File: src/rtl/tempo_pkg.sv
package tempo_pkg;
  typedef enum logic [1:0] {
    LANE_EIGHTH    = 2'd0,
    LANE_TRIPLET   = 2'd1,
    LANE_SIXTEENTH = 2'd2
  } lane_e;

  localparam int NUM_LANES = 3;

  function automatic int phase_width(input int base);
    return (base <= 2) ? 1 : $clog2(base);
  endfunction
endpackage

File: src/rtl/tempo_edge_detect.sv
module tempo_edge_detect (
  input  logic clk_i,
  input  logic rst_i,
  input  logic level_i,
  output logic rise_o
);
  logic level_q;

  // Resets high so a level already high at release is not an edge
  always_ff @(posedge clk_i) begin
    if (rst_i) level_q <= 1'b1;
    else       level_q <= level_i;
  end

  assign rise_o = level_i & ~level_q;

  // two consecutive samples cannot both be rising transitions
  p_no_double_rise_r2: assert property (@(posedge clk_i) disable iff (rst_i)
    rise_o |=> !rise_o);
endmodule

File: src/rtl/tempo_phase_counter.sv
module tempo_phase_counter #(
  parameter int BASE = 24,
  localparam int CW  = tempo_pkg::phase_width(BASE)
) (
  input  logic          clk_i,
  input  logic          rst_i,
  input  logic          step_i,
  output logic [CW-1:0] phase_o
);
  localparam logic [CW-1:0] LAST = CW'(BASE - 1);

  always_ff @(posedge clk_i) begin
    if (rst_i)            phase_o <= '0;
    else if (step_i) begin
      if (phase_o == LAST) phase_o <= '0;
      else                 phase_o <= phase_o + 1'b1;
    end
  end

  p_phase_range_r9: assert property (@(posedge clk_i) disable iff (rst_i)
    32'(phase_o) < BASE);
  p_phase_wrap_r9: assert property (@(posedge clk_i) disable iff (rst_i)
    (step_i && phase_o == LAST) |=> phase_o == '0);
  p_phase_hold_r9: assert property (@(posedge clk_i) disable iff (rst_i)
    !step_i |=> $stable(phase_o));
endmodule

File: src/rtl/tempo_lane_tap.sv
module tempo_lane_tap #(
  parameter int BASE  = 24,
  parameter int RATIO = 12,
  localparam int CW   = tempo_pkg::phase_width(BASE)
) (
  input  logic          clk_i,
  input  logic          rst_i,
  input  logic          step_i,
  input  logic [CW-1:0] phase_i,
  output logic          strobe_o
);
  logic on_grid;
  assign on_grid = (32'(phase_i) % RATIO) == 0;

  always_ff @(posedge clk_i) begin
    if (rst_i) strobe_o <= 1'b0;
    else       strobe_o <= step_i & on_grid;
  end

  // strobe lasts one cycle
  p_one_cycle_r6: assert property (@(posedge clk_i) disable iff (rst_i)
    strobe_o |=> !strobe_o);
  // a strobe always follows a counted edge
  p_needs_edge_r8: assert property (@(posedge clk_i) disable iff (rst_i)
    strobe_o |-> $past(step_i));
endmodule

File: src/rtl/tempo_subdivider.sv
module tempo_subdivider #(
  parameter int BASE_DIV      = 24,
  parameter int DIV_EIGHTH    = 12,
  parameter int DIV_TRIPLET   = 8,
  parameter int DIV_SIXTEENTH = 6,
  localparam int CW = tempo_pkg::phase_width(BASE_DIV)
) (
  input  logic clk,
  input  logic rst,
  input  logic tick_in,
  output logic strobe_eighth,
  output logic strobe_triplet,
  output logic strobe_sixteenth
);
  import tempo_pkg::*;

  logic                 rise;
  logic [CW-1:0]        phase;
  logic [NUM_LANES-1:0] strobes;

  tempo_edge_detect u_edge (
    .clk_i   (clk),
    .rst_i   (rst),
    .level_i (tick_in),
    .rise_o  (rise)
  );

  tempo_phase_counter #(.BASE(BASE_DIV)) u_phase (
    .clk_i   (clk),
    .rst_i   (rst),
    .step_i  (rise),
    .phase_o (phase)
  );

  for (genvar i = 0; i < NUM_LANES; i++) begin : g_lane
    localparam int R = (i == int'(LANE_EIGHTH))  ? DIV_EIGHTH :
                       (i == int'(LANE_TRIPLET)) ? DIV_TRIPLET : DIV_SIXTEENTH;
    tempo_lane_tap #(.BASE(BASE_DIV), .RATIO(R)) u_tap (
      .clk_i    (clk),
      .rst_i    (rst),
      .step_i   (rise),
      .phase_i  (phase),
      .strobe_o (strobes[i])
    );
  end

  assign strobe_eighth    = strobes[LANE_EIGHTH];
  assign strobe_triplet   = strobes[LANE_TRIPLET];
  assign strobe_sixteenth = strobes[LANE_SIXTEENTH];

  // reset silences every lane on the following cycle
  p_reset_quiet_r1: assert property (@(posedge clk)
    rst |=> (strobes == '0));

  if (DIV_EIGHTH % DIV_SIXTEENTH == 0) begin : g_align_chk
    // eighth ticks sit on the sixteenth grid
    p_eighth_aligned_r7: assert property (@(posedge clk) disable iff (rst)
      strobe_eighth |-> strobe_sixteenth);
  end
endmodule

File: config.mk
export PLATFORM = sky130hd
export DESIGN_NAME = tempo_subdivider
export DESIGN_NICKNAME = d
export VERILOG_FILES = /design/src/rtl/tempo_pkg.sv /design/src/rtl/tempo_edge_detect.sv /design/src/rtl/tempo_phase_counter.sv /design/src/rtl/tempo_lane_tap.sv /design/src/rtl/tempo_subdivider.sv
export SDC_FILE = /design/constraint.sdc
export NUM_CORES = 1
export LEC_CHECK = 0
export BUFFER_PORTS_ARGS = -buffer_cell sky130_fd_sc_hd__buf_2
export CAP_MARGIN = 5
export CORE_AREA = 10 10 47 49
export CTS_CLUSTER_DIAMETER = 150
export DETAILED_ROUTE_END_ITERATION = 7
export DIE_AREA = 0 0 57 59
export SYNTH_ARGS = -nofsm -noshare
export SYNTH_HDL_FRONTEND = slang
export SYNTH_SLANG_ARGS = --single-unit
File: constraint.sdc
create_clock -name clk -period 2.7 [get_ports clk]
set_clock_uncertainty 0.05 [all_clocks]
set_input_delay 0.54 -clock clk [delete_from_list [all_inputs] [get_ports clk]]
set_output_delay 0.54 -clock clk [all_outputs]
set_load 0.01 [all_outputs]
Yosys cells after proc, flatten, opt, wreduce, memory -nomap -nowiden
Index checks and enable logic that the tools add are counted.
{ "word_totals": {"mem_bits_ro": 0, "ram_bits": 0, "input_bits": 3, "memories": 0, "wordCells": 18, "register_bits": 9, "latch_bits": 0, "output_inout_bits": 3} }
{ "classes": {"n_eq_ne": 1, "n_shift": 0, "n_reduce_logical": 3, "bitwise": 5, "n_div": 2, "mul": 0, "n_mux": 1, "add_sub_neg": 1, "order_cmp": 0} }
{ "ops": {"columns": ["operator", "n"], "rows": [
  ["32-bit logical NOT", 3],
  ["5-bit by 3-bit modulo with 32-bit output (second input constant)", 1],
  ["5-bit by 4-bit modulo with 32-bit output (second input constant)", 1],
  ["5-bit by 1-bit adder with 5-bit output (second input constant)", 1],
  ["5-bit == test (second input constant)", 1],
  ["5-bit two-way mux", 1],
  ["1-bit bitwise AND", 4],
  ["1-bit NOT", 1]
]} }

Depth between registers and ports, before layout
{ "depth": {"ltp_word": 3, "mapped_depth": 12, "ltp_nobuf": 10} }

Modules after synthesis
A second synthesis with hierarchy kept.
{ "unflattened": {"hier_cells": 62, "area_unflattened_um2": 603.1} }
{ "by_module_without_submodules": {"columns": ["mod", "area_per_inst_um2", "seq_area_each_um2", "cells_each", "instances"], "rows": [
  ["tempo_phase_counter", 249.0, 100.1, 23, 1],
  ["tempo_lane_tap (g_lane[2].u_tap)", 209.0, 20.0, 25, 1],
  ["tempo_lane_tap (g_lane[0].u_tap)", 73.8, 20.0, 8, 1],
  ["tempo_lane_tap (g_lane[1].u_tap)", 38.8, 20.0, 3, 1],
  ["tempo_edge_detect", 32.5, 20.0, 3, 1]
]} }

Worst setup path after synthesis
No wires, ideal clock.
{ "synth_timing": {"kind": "register to register", "startpoint": "register u_phase.phase_o[3]", "endpoint": "register g_lane[2].u_tap.strobe_o", "period_less_slack_ns": 2.058, "setup_time_ns": 0.092, "n_path_buf": 2, "required_ns": 2.558, "arrival_ns": 1.916, "setup_slack_ns": 0.642, "path_stages_with_launch": 12, "path_cell_list": "dfxtp_1 > buf_6 > clkbuf_1 > ha_1 > nor2b_1 > and3_1 > o21ai_1 > o21ai_1 > ha_1 > o311ai_2 > a21oi_1 > nor4_1"} }
{ "synth_between": {"elab_chain_len": 3} }
{ "synth_rtl": {"columns": ["element", "line_no", "source"], "rows": [
  ["start: declaration", "tempo_phase_counter.sv:8", "output logic [CW-1:0] phase_o"],
  ["start signal: assignment", "tempo_phase_counter.sv:16", "else phase_o <= phase_o + 1'b1;"],
  ["5-bit by 3-bit modulo with 32-bit output", "tempo_lane_tap.sv:13", "assign on_grid = (32'(phase_i) % RATIO) == 0;"],
  ["32-bit logical NOT", "tempo_lane_tap.sv:13", null],
  ["1-bit bitwise AND", "tempo_lane_tap.sv:17", "else strobe_o <= step_i & on_grid;"],
  ["end signal: assignment", "tempo_lane_tap.sv:17", null],
  ["end: declaration", "tempo_lane_tap.sv:10", "output logic strobe_o"]
]} }
Every way passes these cells.
A chain may end at the register's enable or synchronous reset.

Worst setup path in the final report
Same ends and word-level chain as after synthesis.

==> results.cfg <==
[global_routing]
antenna_found_initial = 0
grt_overflow = 0
grt_max_degree = 13
grt_pass1_wl_um = 1760
grt_use_total = 0.0635
grt_pass1_vias = 420

[placement]
place_area_um2 = 596
hpwlAfterDp_um = 798
portBuffers = 5
place_inst = 84
gp_congestion = 0.697

[sta]
fin_crit_sh = 0.837
rsz0062_at_grt = no
drv_slew = 0
setup_viol = 0
clock.fmax_ghz = 0.442
slew_headroom = 0.646
final_hold_viol_count = 0
min_period_ns = 2.26
fin_setup_tns_ns = 0
tightest_slew_ns = 0.530

[detailed_routing]
wl_per_cell_um = 11.6
via_per_inst = 5.28
drc_errors = 0
drtIter0Drc = 10
dr_total_vias = 465
routed_wl_um = 1020
ant_nets = 0
firstDrtPassIters = 4

[final_layout]
multiInputGateArea_um2 = 348
fin_area_um2 = 622
fill_cells = 157
syn_to_final_growth_pct = 9.47
register_area_um2 = 180
drive_gt1_frac = 0.208
fin_cells = 88
final_nets = 80
diodes = 0

[floorplan]
rows = 14
die-area_um2 = 3360
io_pins = 6
die_h_um = 59
start_util = 0.405
fp.dieW_um = 57
core-area_um2 = 1400

[clock_network]
cts-hold-fix-buffers = 0
ctsRootBufferMaster = clkbuf_4
clk_path_buf_depth = 2
cts_max_level = 1
cts_tree = yes
clock_latency_ns = 0.25
clock-sinks = 9
cts_resized = 0
clkTransAtPathRegs_ns = 0.06
post-cts-setup-buffer-count = 0
cts_buffers = 3

[setup_path]
timing.rr.start = u_phase.phase_o[3]$_SDFFE_PP0P_
cp_max_fo = 10
cp-start-kind = register
crit_arrival_ns = 2.38
critPathCaptureType = register
r2r-end = g_lane[2].u_tap.strobe_o$_SDFF_PP0_
reg2reg_depth = 10
worstPathRequired_ns = 2.81
cp-startpoint = u_phase.phase_o[3]$_SDFFE_PP0P_
crit_end = g_lane[2].u_tap.strobe_o$_SDFF_PP0_
reg2reg_slack_ns = 0.44
crit_type = reg -> reg

[synthesis]
synth_edf_count = 0
synth-warning-count = 0
synth_most_common_cell = nor2_1
postSynthCellCount = 66
syn_nets = 73
syn_area_um2 = 568
yosys.area.top_type = dfxtp_1
netlist.area_leader.share = 0.317
ys_top_cells_by_area = dfxtp_1, ha_1, nor2_1, xor2_1, nand2_1
ys.flop_type = dfxtp_1
avgSynthCellArea_um2 = 8.61
synth_common_cells = nor2_1, dfxtp_1, nand2_1, ha_1
yosysUniqueCellTypes = 30
ys_ff_latch = 9
ys_async_sr_fraction = 0
synth_seq_area_share = 0.317

[worst_hold_path]
hp-class = in -> reg
holdCritStartpoint = tick_in

[pwr]
vdd_ir_drop_max_v = 0.000276
p_leak_uw = 0.000261
powerDensity_nw_per_um2 = 408

[status]
status = complete, no violations

[flow_run]
cap_violations = 0
-- sequential cells by signal, summed over array words and instances (netlist names) --
name / cells
g_lane.u_tap.strobe_o: 3
u_edge.level_q: 1
u_phase.phase_o: 5
-- cell usage in the layout (no fill, tap or decap), types with 3 or more instances in the layout --
| cell type | instances |
|---|---|
| ha_1 | 4 |
| dfxtp_1 | 9 |
| clkbuf_4 | 3 |
| nor2b_1 | 3 |
| nor2_1 | 10 |
| buf_2 | 5 |
| xor2_1 | 3 |
| nand2_1 | 5 |
-- final cells by class --
cell class | instances | area share
repair buffers | 7 | 0.0644
well taps | 16 | 0.0322
multi-input cells | 50 | 0.559
clock buffers | 4 | 0.0423
flip-flops and latches | 9 | 0.290
inverters | 2 | 0.0121
-- worst max-delay path, cell delays in order, from the launching register on --
cell and delay [ns]:
dfxtp_1 0.53, ha_1 0.31, nor2b_1 0.18, and3_1 0.18, o21ai_1 0.05, o21ai_1 0.07, ha_1 0.26, nand3b_1 0.13
o311ai_2 0.09, a21oi_1 0.07, nor4_1 0.25
-- report_power, final --
part | switching (uW) | total (uW) | internal (uW)
clock | 44.6 | 101 | 56.8
sequential | 2.42 | 138 | 136
combinational | 7.45 | 14.1 | 6.63
total | 54.4 | 254 | 199
-- cells by family (layout without fill, tap and decap cells) --
| kind of cell | count (synthesis) | in the layout | synth area share |
|---|---|---|---|
| buffers and inverters | 7 | 13 | 0.0705 |
| multiplexers | 1 | 1 | 0.0176 |
| AO/OA/AOI/OAI | 11 | 11 | 0.159 |
| XOR/XNOR | 4 | 4 | 0.0617 |
| AND/OR/NAND/NOR | 29 | 29 | 0.267 |
| adder cells (fa/ha/maj) | 5 | 5 | 0.108 |
| flip-flops | 9 | 9 | 0.317 |
-- stage by stage --
stage / setup slack [ns] / total power (uW) / utilization / hold slack (ns)
after floorplan: 0.642 / 151 / - / 0.500
after global placement: 0.459 / 156 / 0.425 / 0.536
after detailed placement: 0.458 / 156 / 0.425 / 0.536
after CTS: 0.429 / 259 / 0.444 / 0.423
after global routing: 0.205 / 268 / 0.444 / 0.439
final: 0.440 / 254 / 0.444 / 0.429
-- per-layer routing --
layer	vias to the layer above	track usage	wire length [um]
met3	0	0.0429	82
met1	213	0.0651	451
met2	14	0.112	484
met4	0	0	0
met5	-	0	0
li1	238	-	-
-- worst min path at each step --
stage,end,cells after the start
after global placement,u_phase.phase_o[0]$_SDFFE_PP0P_,2
after floorplan,u_phase.phase_o[0]$_SDFFE_PP0P_,2
final,u_edge.level_q$_SDFF_PP1_,2
after CTS,u_edge.level_q$_SDFF_PP1_,2
after global routing,u_edge.level_q$_SDFF_PP1_,2
after detailed placement,u_phase.phase_o[0]$_SDFFE_PP0P_,2
Power figures use the tool's default switching activity.
